$ cat config.mk
export PLATFORM = sky130hd
export DESIGN_NAME = dual_word_mover
export DESIGN_NICKNAME = d
export VERILOG_FILES = /design/src/rtl/dual_word_mover_pkg.sv /design/src/rtl/dwm_lane.sv /design/src/rtl/dwm_regpair.sv /design/src/rtl/dual_word_mover.sv
export SDC_FILE = /design/constraint.sdc
export NUM_CORES = 1
export LEC_CHECK = 0
export ABC_AREA = 1
export BUFFER_PORTS_ARGS = -buffer_cell sky130_fd_sc_hd__buf_2
export CORE_AREA = 2 2 128 130
export DETAILED_ROUTE_END_ITERATION = 10
export DIE_AREA = 0 0 130 132
export PLACE_DENSITY = 0.58
export SETUP_SLACK_MARGIN = 0.02
export SLEW_MARGIN = 10
export SYNTH_ARGS = -nofsm -noshare
export SYNTH_HDL_FRONTEND = slang
export SYNTH_HIERARCHICAL = 1
export SYNTH_SLANG_ARGS = --single-unit
$ cat constraint.sdc
create_clock -name clk -period 2.3 [get_ports clk]
set_clock_uncertainty 0.05 [all_clocks]
set_input_delay 0.115 -clock clk [delete_from_list [all_inputs] [get_ports clk]]
set_output_delay 0.115 -clock clk [all_outputs]
set_load 0.05 [all_outputs]
$ cat src/rtl/dual_word_mover_pkg.sv
package dual_word_mover_pkg;
  localparam int WORD_W = 16;
  localparam int REG_W  = 2 * WORD_W;

  typedef enum logic [1:0] {
    OP_NONE  = 2'b00,
    OP_LOAD  = 2'b01,
    OP_STORE = 2'b10,
    OP_BAD   = 2'b11
  } xfer_op_e;

  // Upper half of a register: the half that travels on a word bus.
  function automatic logic [WORD_W-1:0] hi_word(input logic [REG_W-1:0] r);
    return r[REG_W-1 -: WORD_W];
  endfunction

  // Register image produced by a load: word on top, zeros below.
  function automatic logic [REG_W-1:0] load_image(input logic [WORD_W-1:0] w);
    return {w, {WORD_W{1'b0}}};
  endfunction
endpackage

$ cat src/rtl/dwm_lane.sv
module dwm_lane
  import dual_word_mover_pkg::*;
#(
  parameter int ADDR_W = 16
) (
  input  logic              clk,
  input  logic              rst_n,
  input  logic              valid,
  input  logic [1:0]        op,
  input  logic              sel,
  input  logic [ADDR_W-1:0] addr,
  input  logic [REG_W-1:0]  src0,
  input  logic [REG_W-1:0]  src1,
  input  logic [WORD_W-1:0] rdata,
  output logic [ADDR_W-1:0] mem_addr,
  output logic [WORD_W-1:0] mem_wdata,
  output logic              mem_we,
  output logic              mem_re,
  output logic              issue,
  output logic              fire,
  output logic              fire_sel,
  output logic [WORD_W-1:0] fire_word
);
  logic is_load, is_store;
  logic pend_q, pend_sel_q;

  assign is_load  = valid && (op == OP_LOAD);
  assign is_store = valid && (op == OP_STORE);
  assign issue    = is_load || is_store;

  assign mem_addr  = addr;
  assign mem_we    = is_store;
  assign mem_re    = is_load;
  assign mem_wdata = is_store ? hi_word(sel ? src1 : src0) : '0;

  always_ff @(posedge clk or negedge rst_n) begin
    if (!rst_n) begin
      pend_q     <= 1'b0;
      pend_sel_q <= 1'b0;
    end else begin
      pend_q     <= is_load;
      pend_sel_q <= sel;
    end
  end

  assign fire      = pend_q;
  assign fire_sel  = pend_sel_q;
  assign fire_word = rdata;
endmodule

$ cat src/rtl/dwm_regpair.sv
module dwm_regpair
  import dual_word_mover_pkg::*;
(
  input  logic              clk,
  input  logic              rst_n,
  input  logic              wr,
  input  logic              wsel,
  input  logic [WORD_W-1:0] wword,
  output logic [REG_W-1:0]  r0,
  output logic [REG_W-1:0]  r1
);
  logic [REG_W-1:0] regs_q [2];

  for (genvar i = 0; i < 2; i++) begin : g_reg
    always_ff @(posedge clk or negedge rst_n) begin
      if (!rst_n)
        regs_q[i] <= '0;
      else if (wr && (wsel == i[0]))
        regs_q[i] <= load_image(wword);
    end
  end

  assign r0 = regs_q[0];
  assign r1 = regs_q[1];
endmodule

$ cat src/rtl/dual_word_mover.sv
module dual_word_mover
  import dual_word_mover_pkg::*;
#(
  parameter int ADDR_W = 16
) (
  input  logic              clk,
  input  logic              rst_n,
  input  logic              cmd_valid,
  input  logic [1:0]        x_op,
  input  logic              x_sel,
  input  logic [ADDR_W-1:0] x_addr,
  input  logic [1:0]        y_op,
  input  logic              y_sel,
  input  logic [ADDR_W-1:0] y_addr,
  input  logic [31:0]       acc0,
  input  logic [31:0]       acc1,
  output logic [ADDR_W-1:0] x_mem_addr,
  output logic [15:0]       x_mem_wdata,
  output logic              x_mem_we,
  output logic              x_mem_re,
  input  logic [15:0]       x_mem_rdata,
  output logic [ADDR_W-1:0] y_mem_addr,
  output logic [15:0]       y_mem_wdata,
  output logic              y_mem_we,
  output logic              y_mem_re,
  input  logic [15:0]       y_mem_rdata,
  output logic              done,
  output logic [31:0]       xreg0,
  output logic [31:0]       xreg1,
  output logic [31:0]       yreg0,
  output logic [31:0]       yreg1
);
  // Named internal events, visible to the bound checker.
  logic x_issue, y_issue;
  logic x_fire, y_fire;
  logic x_fire_sel, y_fire_sel;
  logic [WORD_W-1:0] x_fire_word, y_fire_word;
  logic done_q;

  dwm_lane #(.ADDR_W(ADDR_W)) u_xlane (
    .clk(clk), .rst_n(rst_n), .valid(cmd_valid), .op(x_op), .sel(x_sel),
    .addr(x_addr), .src0(acc0), .src1(acc1), .rdata(x_mem_rdata),
    .mem_addr(x_mem_addr), .mem_wdata(x_mem_wdata), .mem_we(x_mem_we),
    .mem_re(x_mem_re), .issue(x_issue), .fire(x_fire),
    .fire_sel(x_fire_sel), .fire_word(x_fire_word)
  );

  dwm_lane #(.ADDR_W(ADDR_W)) u_ylane (
    .clk(clk), .rst_n(rst_n), .valid(cmd_valid), .op(y_op), .sel(y_sel),
    .addr(y_addr), .src0(acc0), .src1(acc1), .rdata(y_mem_rdata),
    .mem_addr(y_mem_addr), .mem_wdata(y_mem_wdata), .mem_we(y_mem_we),
    .mem_re(y_mem_re), .issue(y_issue), .fire(y_fire),
    .fire_sel(y_fire_sel), .fire_word(y_fire_word)
  );

  dwm_regpair u_xregs (
    .clk(clk), .rst_n(rst_n), .wr(x_fire), .wsel(x_fire_sel),
    .wword(x_fire_word), .r0(xreg0), .r1(xreg1)
  );

  dwm_regpair u_yregs (
    .clk(clk), .rst_n(rst_n), .wr(y_fire), .wsel(y_fire_sel),
    .wword(y_fire_word), .r0(yreg0), .r1(yreg1)
  );

  always_ff @(posedge clk or negedge rst_n) begin
    if (!rst_n) done_q <= 1'b0;
    else        done_q <= x_issue || y_issue;
  end

  assign done = done_q;
endmodule

# Yosys cells after proc, flatten, opt, wreduce, memory -nomap -nowiden
# Cells that the tools add are included.
[word_totals]
reg_bits = 69
in_bits = 137
out_inout_bits = 197
wordCells = 30
[op_classes]
eq_ne = 4
n_mux = 4
bitwise = 2
reduce_logical = 11
[op_table]
columns = ["operator", "count"]
rows = [
  ["32-bit two-way mux", 2],
  ["16-bit two-way mux", 2],
  ["1-bit logical AND", 8],
  ["2-bit by 1-bit equality test with 1-bit output, second input constant", 2],
  ["2-bit equality test, second input constant", 2],
  ["1-bit logical OR", 3],
  ["1-bit inverter", 2],
]

# Depth between registers and ports, before layout
# Gate-level depths: netlist of the first run.
[logic_depth]
ltp_word = 4
depth_mapped = 7
mapped_depth_nobuf = 5

# Modules after synthesis
# Netlist of the first run, hierarchy kept.
[modules_own_cells]
columns = ["mod", "n_inst", "cells_each", "area_per_inst_um2", "seq_area_each_um2"]
rows = [
  ["dwm_regpair", 2, 173, 1561.5, 800.8],
  ["dwm_lane", 2, 126, 685.7, 50.0],
  ["dual_word_mover", 1, 4, 36.3, 25.0],
]

# Least setup slack after synthesis of the first run
# Ideal clock, no wire load.
[synth_timing]
kind = "input port to flip-flop"
start = "input port cmd_valid"
end = "register u_xlane.pend_q (netlist: u_xlane/fire)"
setup_time_ns = 0.203
arrival_ns = 0.834
required_ns = 2.047
slack_ns = 1.213
stages = 2
n_path_buf = 0
path_cell_list = "nand2_1 nor2_1"
[synth_between]
elab_chain_cells = 1
[synth_rtl]
columns = ["element", "line", "rtl"]
rows = [
  ["from (decl)", "dual_word_mover.sv:8", "input logic cmd_valid,"],
  ["1-bit logical AND", "dwm_lane.sv:27", "assign is_load = valid && (op == OP_LOAD);"],
  ["via x_mem_re", "dual_word_mover.sv:20", "output logic x_mem_re,"],
  ["to (signal assigned)", "dwm_lane.sv:41", "pend_q <= is_load;"],
  ["to (decl)", "dwm_lane.sv:25", "logic pend_q, pend_sel_q;"],
]
# The timed path passes the listed nets, and every way through them passes these cells.
# A chain may end at the register's enable or synchronous reset.

# Worst setup path after layout of the first run
[layout_timing]
start = "input port y_op[1]"
end = "output port y_mem_wdata[9]"
[layout_between]
elab_chain_cells = 3
[layout_rtl]
columns = ["element", "line", "rtl"]
rows = [
  ["from (decl)", "dual_word_mover.sv:12", "input logic [1:0] y_op,"],
  ["2-bit equality test", "dwm_lane.sv:28", "assign is_store = valid && (op == OP_STORE);"],
  ["1-bit logical AND", "dwm_lane.sv:28", ""],
  ["16-bit two-way mux", "dwm_lane.sv:34", "assign mem_wdata = is_store ? hi_word(sel ? src1 : src0) : '0;"],
  ["to (decl)", "dual_word_mover.sv:23", "output logic [15:0] y_mem_wdata,"],
]
# No other way between the ends.

==> metrics.yaml, run 1 <==
status: "finished clean"
htreeDepth: 3
initial_core_util: 0.288
core_um2: 15700
cts_resized: 0
switching_power_mw: 2.18
clkSinkCount: 69
yosys_warnings: 6
hold_path.class: "input pin to flop"
design_area_um2: 5370
hpwl_um: 8240
power.internal_mw: 2.69
cp-start-kind: "input pin"
clkPwrFrac: 0.280
synth_cell_types: 17
drt_iter0_drc: 125
synthArstFlopShare: 1.00
synth_top_area_share: 0.381
postCtsSetupRepairBufs: 0
cts_made_buffers: 9
netlist_instances: 602
syn_avg_cell_area_um2: 7.53
p_sw_frac: 0.448
rows: 46
grt_pass1_wl_um: 16800
syn_to_final_growth_pct: 18.4
drc_errors: 0
startpoint: "y_op[1]"
synth_area_um2: 4530
cap_violations: 0
wl_met3_um: 826
fin_cells: 951
synth_edf_count: 0
wl_met2_um: 5820
fp.dieH_um: 132
power.leakage_nw: 3.36
grt_pass1_vias: 3410
io_buffers: 173
reg2regPathDepth: 4
m1WireLength_um: 4610
cts_root_buf: "clkbuf_16"
reg2reg_to: "u_xregs/r0[27]$_DFFE_PN0P_"
cts_tree: "yes"
diodes: 0
antenna_found_initial: 0
crit_path_end_kind: "output port"
report.final.slew_viol_count: 0
gp_congestion: 0.750
r2r_start: "u_xlane/fire_sel$_DFF_PN0_"
seqPwrFrac: 0.327
route.antenna.remaining_nets: 0
nNetsFinal: 869
via_per_inst: 4.02
crit_required_ps: 2130
final.period_utilization: 0.738
multi_input_area_um2: 1680
yosysSeqAreaShare: 0.381
cp-endpoint: "y_mem_wdata[9]"
wl_um: 11500
grt_max_degree: 70
rsz0062_at_grt: "no"
cp_data_arrival_time_ps: 1530
maxSlewHeadroom: 0.409
synth_area_leaders: "dfrtp_1 38%, buf_4 24%, nand2_1 21%, nand3_1 7.3%, inv_1 3.0%"
cp_max_fo: 17
synthTopCellsByCount: "259 x nand2_1, 142 x buf_4, 69 x dfrtp_1, 66 x nand3_1, 36 x inv_1"
gr-total-overflow: 0
ios: 334
path_class: "input pin to output port"
fmax_mhz: 589
utilization: 0.341
synth_area_leader_cell: "dfrtp_1"
clk_latency_ps: 330
top_layer: "met4"
synth_ff_type: "dfrtp_1"
peakVddDrop_v: 0.000312
num_vias: 3824
synth.most_common_cell: "nand2_1"
finalHoldViolCount: 0
register_area_um2: 1730
p_per_area_nw_per_um2: 908
setup_viol: 0
drive_gt1_frac: 0.276
num-fill-cells: 1728
die_w_um: 130
period_needed_ps: 1700
reg2reg_slack_ps: 800
grt_usage: 0.125
dp_cells: 903
wl_per_cell_um: 12.1
dpl-instance-area_um2: 4740
cts.clk_slew.worst_paths_ps: 50
p_comb_frac: 0.393
postCtsHoldBufs: 34
finalSetupTns_ps: 0
synth_seq_cells: 69
tightest_slew_ps: 887
dr.pass1.iters: 6
dieArea_um2: 17200
cts_buffer_depth: 2
-- critical path: stages --
cell,delay [ps]
dlygate4sd3_1,520
buf_2,140
nand2_2,90
nor2_8,230
nand2_1,130
inv_1,60
buf_2,250
-- area by class of cell --
cell class / count / share of cell area
inverter: 40 / 0.0308
clock inverter: 4 / 0.00933
timing repair buffer: 211 / 0.231
sequential: 69 / 0.322
clock buffer: 10 / 0.0445
tap: 216 / 0.0504
multi-input combinational: 401 / 0.312
-- flip-flops by register name, summed over array words and instances (netlist names) --
| signal | cells |
|---|---|
| done | 1 |
| u_xlane/fire | 1 |
| u_xlane/fire_sel | 1 |
| u_xregs/r0 | 16 |
| u_xregs/r1 | 16 |
| u_ylane/fire | 1 |
| u_ylane/fire_sel | 1 |
| u_yregs/r0 | 16 |
| u_yregs/r1 | 16 |
-- layer usage --
layer,GRT usage,vias to the layer above
li1,-,1892
met1,0.142,1719
met2,0.219,188
met3,0.0361,25
met4,0.0496,0
met5,0,-
-- power by group through the flow --
stage / logic [mW] / clock network (mW) / registers, mW
floorplan: 0.892 / 0 / 2.43
global placement: 1.87 / 0 / 1.61
detailed placement: 1.88 / 0 / 1.61
CTS: 1.92 / 1.41 / 1.60
global route: 2.03 / 1.46 / 1.62
finish: 1.92 / 1.36 / 1.59
-- through the flow --
stage               worst slack, ps  total power, mW  hold WS [ps]
finish                          602             4.87          17.2
global route                    500             5.12          26.5
CTS                             560             4.93          4.27
detailed placement              782             3.49           180
global placement                789             3.48           180
floorplan                      1210             3.32          -231
-- kinds of logic after synthesis --
family                 synth area share
AO/OA/AOI/OAI                   0.00221
buffers and inverters             0.300
flip-flops                        0.381
AND/OR/NAND/NOR                   0.315
other                           0.00166
-- layout by cell type (no fill, tap or decap) --
master	instances
buf_4	5
dlygate4sd3_1	34
conb_1	64
nor2_1	2
o21ai_0	2
nor2_8	2
clkinv_2	1
dfrtp_1	69
clkinvlp_4	2
buf_2	172
nand3_1	66
clkbuf_8	1
bufinv_16	1
inv_6	2
nand2_4	2
clkbuf_16	9
nand2_1	259
inv_4	2
nand2_8	2
nand2_2	2
inv_1	36
-- worst min path at each step --
stage	slack, ps	cells past startpoint	endpoint	from
final	20	3	u_xregs/r1[31]$_DFFE_PN0P_	x_mem_rdata[15]
after global routing	30	3	u_xregs/r0[31]$_DFFE_PN0P_	x_mem_rdata[15]
after CTS	4	3	u_xregs/r1[31]$_DFFE_PN0P_	x_mem_rdata[15]
after global placement	180	0	x_mem_addr[13]	x_addr[13]
after detailed placement	180	0	x_mem_addr[13]	x_addr[13]
after floorplan	-230	0	done$_DFF_PN0_	rst_n
No activity file was read; power rests on OpenSTA's default activity.
==> run 2, diff against run 1 <==
ABC_AREA = 0   (was 1)
CORE_AREA = 2 2 130 132   (was 2 2 128 130)
DIE_AREA = 0 0 132 134   (was 0 0 130 132)
PLACE_DENSITY = 0.55   (was 0.58)
clock period = 1.8 ns   (was 2.3 ns; I/O delays follow)
==> run 2 against run 1 <==
  * Synthesized cell count down 41%
  * Utilization down 2.3 points
  * Sequential power is 28% higher
  * Hold slack improved by 89 ps
  * Sequential share of layout area increased by 1.1 points
==> metrics.yaml, run 2 <==
initial_core_util: 0.260  # -0.0286
power.internal_mw: 3.68  # +37%
design_area_um2: 5190  # -3.2%
ios: 334  # unchanged
final.period_utilization: 0.933
p_comb_frac: 0.412  # +0.019
finalSetupTns_ps: 0  # unchanged
cts_made_buffers: 9  # unchanged
synthTopCellsByCount: "128 x buf_4, 69 x dfrtp_1, 44 x mux2_2, 34 x nor2_1, 32 x mux2i_1"
synth_ff_type: "dfrtp_1"
p_per_area_nw_per_um2: 1230  # +35%
grt_pass1_vias: 2763  # -19%
period_needed_ps: 1680
cts_resized: 0  # unchanged
synth_cell_types: 18  # +1
htreeDepth: 3  # unchanged
wl_per_cell_um: 13.3  # +10%
nNetsFinal: 640  # -26%
r2r_start: "u_xlane/fire$_DFF_PN0_"
diodes: 0  # unchanged
via_per_inst: 3.81  # -5.2%
wl_um: 9700  # -16%
rows: 47  # +2.2%
dr.pass1.iters: 3  # -3
clk_latency_ps: 320  # about the same
report.final.slew_viol_count: 0  # unchanged
drc_errors: 0  # unchanged
setup_viol: 0  # unchanged
cts_buffer_depth: 2  # unchanged
seqPwrFrac: 0.320  # -0.007
final_cell_mix: "173 x buf_2, 69 x dfrtp_1, 64 x conb_1, 44 x mux2_2, 38 x dlygate4sd3_1"
final_common_cell: "buf_2"
rsz0062_at_grt: "no"
power.leakage_nw: 2.78  # -17%
cp_max_fo: 17  # unchanged
peakVddDrop_v: 0.000484  # +55%
switching_power_mw: 2.71  # +24%
synth_seq_cells: 69  # unchanged
io_buffers: 173  # unchanged
dpl-instance-area_um2: 4520  # -4.6%
status: "finished clean"
gp_congestion: 0.723  # -3.5%
netlist_instances: 356  # -41%
cap_violations: 0  # unchanged
p_sw_frac: 0.424  # -0.0236
cts.clk_slew.worst_paths_ps: 50  # about the same
fmax_mhz: 595
syn_avg_cell_area_um2: 11.9  # +58%
yosysSeqAreaShare: 0.408  # +0.0271
cp-start-kind: "input pin"
hpwl_um: 7560  # -8.3%
num_vias: 2772  # -28%
cts_root_buf: "clkbuf_16"
num-fill-cells: 1710  # -1.0%
synth.most_common_cell: "buf_4"
syn_to_final_growth_pct: 22.7
tightest_slew_ps: 502  # -385 ps
path_delay_family: "buffers and inverters"
max_stage_delay_ps: 530  # about the same
postCtsSetupRepairBufs: 0  # unchanged
crit_path_end_kind: "output port"
synth_area_um2: 4230  # -6.6%
synth_top_area_share: 0.408  # +0.0271
synth_area_leaders: "dfrtp_1 41%, buf_4 23%, mux2_2 12%, mux2i_1 7.6%, mux2_4 7.1%"
grt_pass1_wl_um: 14500  # -14%
clkPwrFrac: 0.269  # -0.011
hp-start: "y_sel"
fp.dieH_um: 134  # +1.5%
dieArea_um2: 17700  # +3.1%
drt_iter0_drc: 79  # -37%
hold_path.class: "input pin to flop"
maxSlewHeadroom: 0.665  # +0.257
crit_path_cell_trace: "dlygate4sd3_1 -> buf_2 -> nand3b_4 -> nor2_1 -> buf_2"
die_w_um: 132  # +1.5%
yosys_warnings: 6  # unchanged
finalHoldViolCount: 0  # unchanged
antenna_found_initial: 0  # unchanged
utilization: 0.319  # -0.0228
core_um2: 16300  # +3.7%
cts_tree: "yes"
cp_data_arrival_time_ps: 1540  # about the same
startpoint: "y_op[1]"
crit_required_ps: 1660  # -470 ps
grt_max_degree: 48  # -31%
synth_area_leader_cell: "dfrtp_1"
cp_common_cell: "buf_2"
path_class: "input pin to output port"
gr-total-overflow: 0  # unchanged
synth_edf_count: 0  # unchanged
path_buf_inv: 3  # -1
clkSinkCount: 69  # unchanged
route.antenna.remaining_nets: 0  # unchanged
critPathSlowestCell: "dlygate4sd3_1"
synthArstFlopShare: 1.00  # unchanged
drive_gt1_frac: 0.511  # +0.235
grt_usage: 0.104  # -0.0214
[run 2: cell count changes after synthesis, moves of 14 or more]
cell / delta
buf_4: -14
inv_1: -34
mux2_2: +44
mux2_4: +20
mux2i_1: +32
nand2_1: -257
nand3_1: -66
nor2_1: +32
[run 2: path summary, 6_finish.rpt]
check / end / slack [ps] / cells past startpoint
worst max-delay path: y_mem_wdata[4] / 120 / 5
worst min-delay path: u_ylane/fire_sel$_DFF_PN0_ / 110 / 1
worst max register to register: u_xregs/r1[19]$_DFFE_PN0P_ / 450 / 2
worst min register to register: u_yregs/r1[24]$_DFFE_PN0P_ / 450 / 1
max in group asynchronous: u_xregs/r1[31]$_DFFE_PN0P_ / 1200 / 3
min in group asynchronous: u_xregs/r0[25]$_DFFE_PN0P_ / 240 / 3
[run 2: area by class of cell]
type / count / area [um2] / share of cell area
tap: 220 / 275 / 0.0530
sequential: 69 / 1730 / 0.333
multi-input combinational: 207 / 1610 / 0.310
clock buffer: 12 / 246 / 0.0475
inverter: 2 / 7.51 / 0.00145
clock inverter: 3 / 46.3 / 0.00892
timing repair buffer: 214 / 1280 / 0.247
[run 2: cells by family (layout without fill, tap and decap cells)]
logic type,count (synthesis),after routing,share of synthesized area
flip-flops,69,69,0.408
AND/OR/NAND/NOR,45,45,0.0553
other,2,64,0.00178
multiplexers,96,96,0.264
buffers and inverters,142,231,0.267
XOR/XNOR,2,2,0.00414
[run 2: per-layer routing]
layer | share of wire | wire [um] | GRT usage
met3 | 0.078 | 760 | 0.0363
met5 | 0 | 0 | 0
met4 | 0.014 | 133 | 0.0362
met1 | 0.37 | 3550 | 0.108
met2 | 0.54 | 5260 | 0.194
[run 2: power by group through the flow]
stage	registers, mW	logic, mW	clock network, mW
2_1_floorplan	3.21	1.20	0
3_3_place_gp	2.05	2.56	0
3_5_place_dp	2.07	2.58	0
4_1_cts	2.04	2.65	1.79
5_1_grt	2.08	2.73	1.88
6_report	2.04	2.63	1.72
[run 2: what timing repair did]
item | CTS | global route
setup endpoints to repair | 0 | 0
hold buffers | 38 | 0
endpoints found under the hold margin | 136 | 0
[run 2: stage by stage]
step	hold WS, ps	worst slack [ps]	total power, mW	cells
floorplan	-256	547	4.41	418
global placement	56.1	440	4.61	674
detailed placement	61.7	429	4.65	674
CTS	103	69.3	6.48	727
global route	119	38.7	6.68	727
finish	106	120	6.38	727
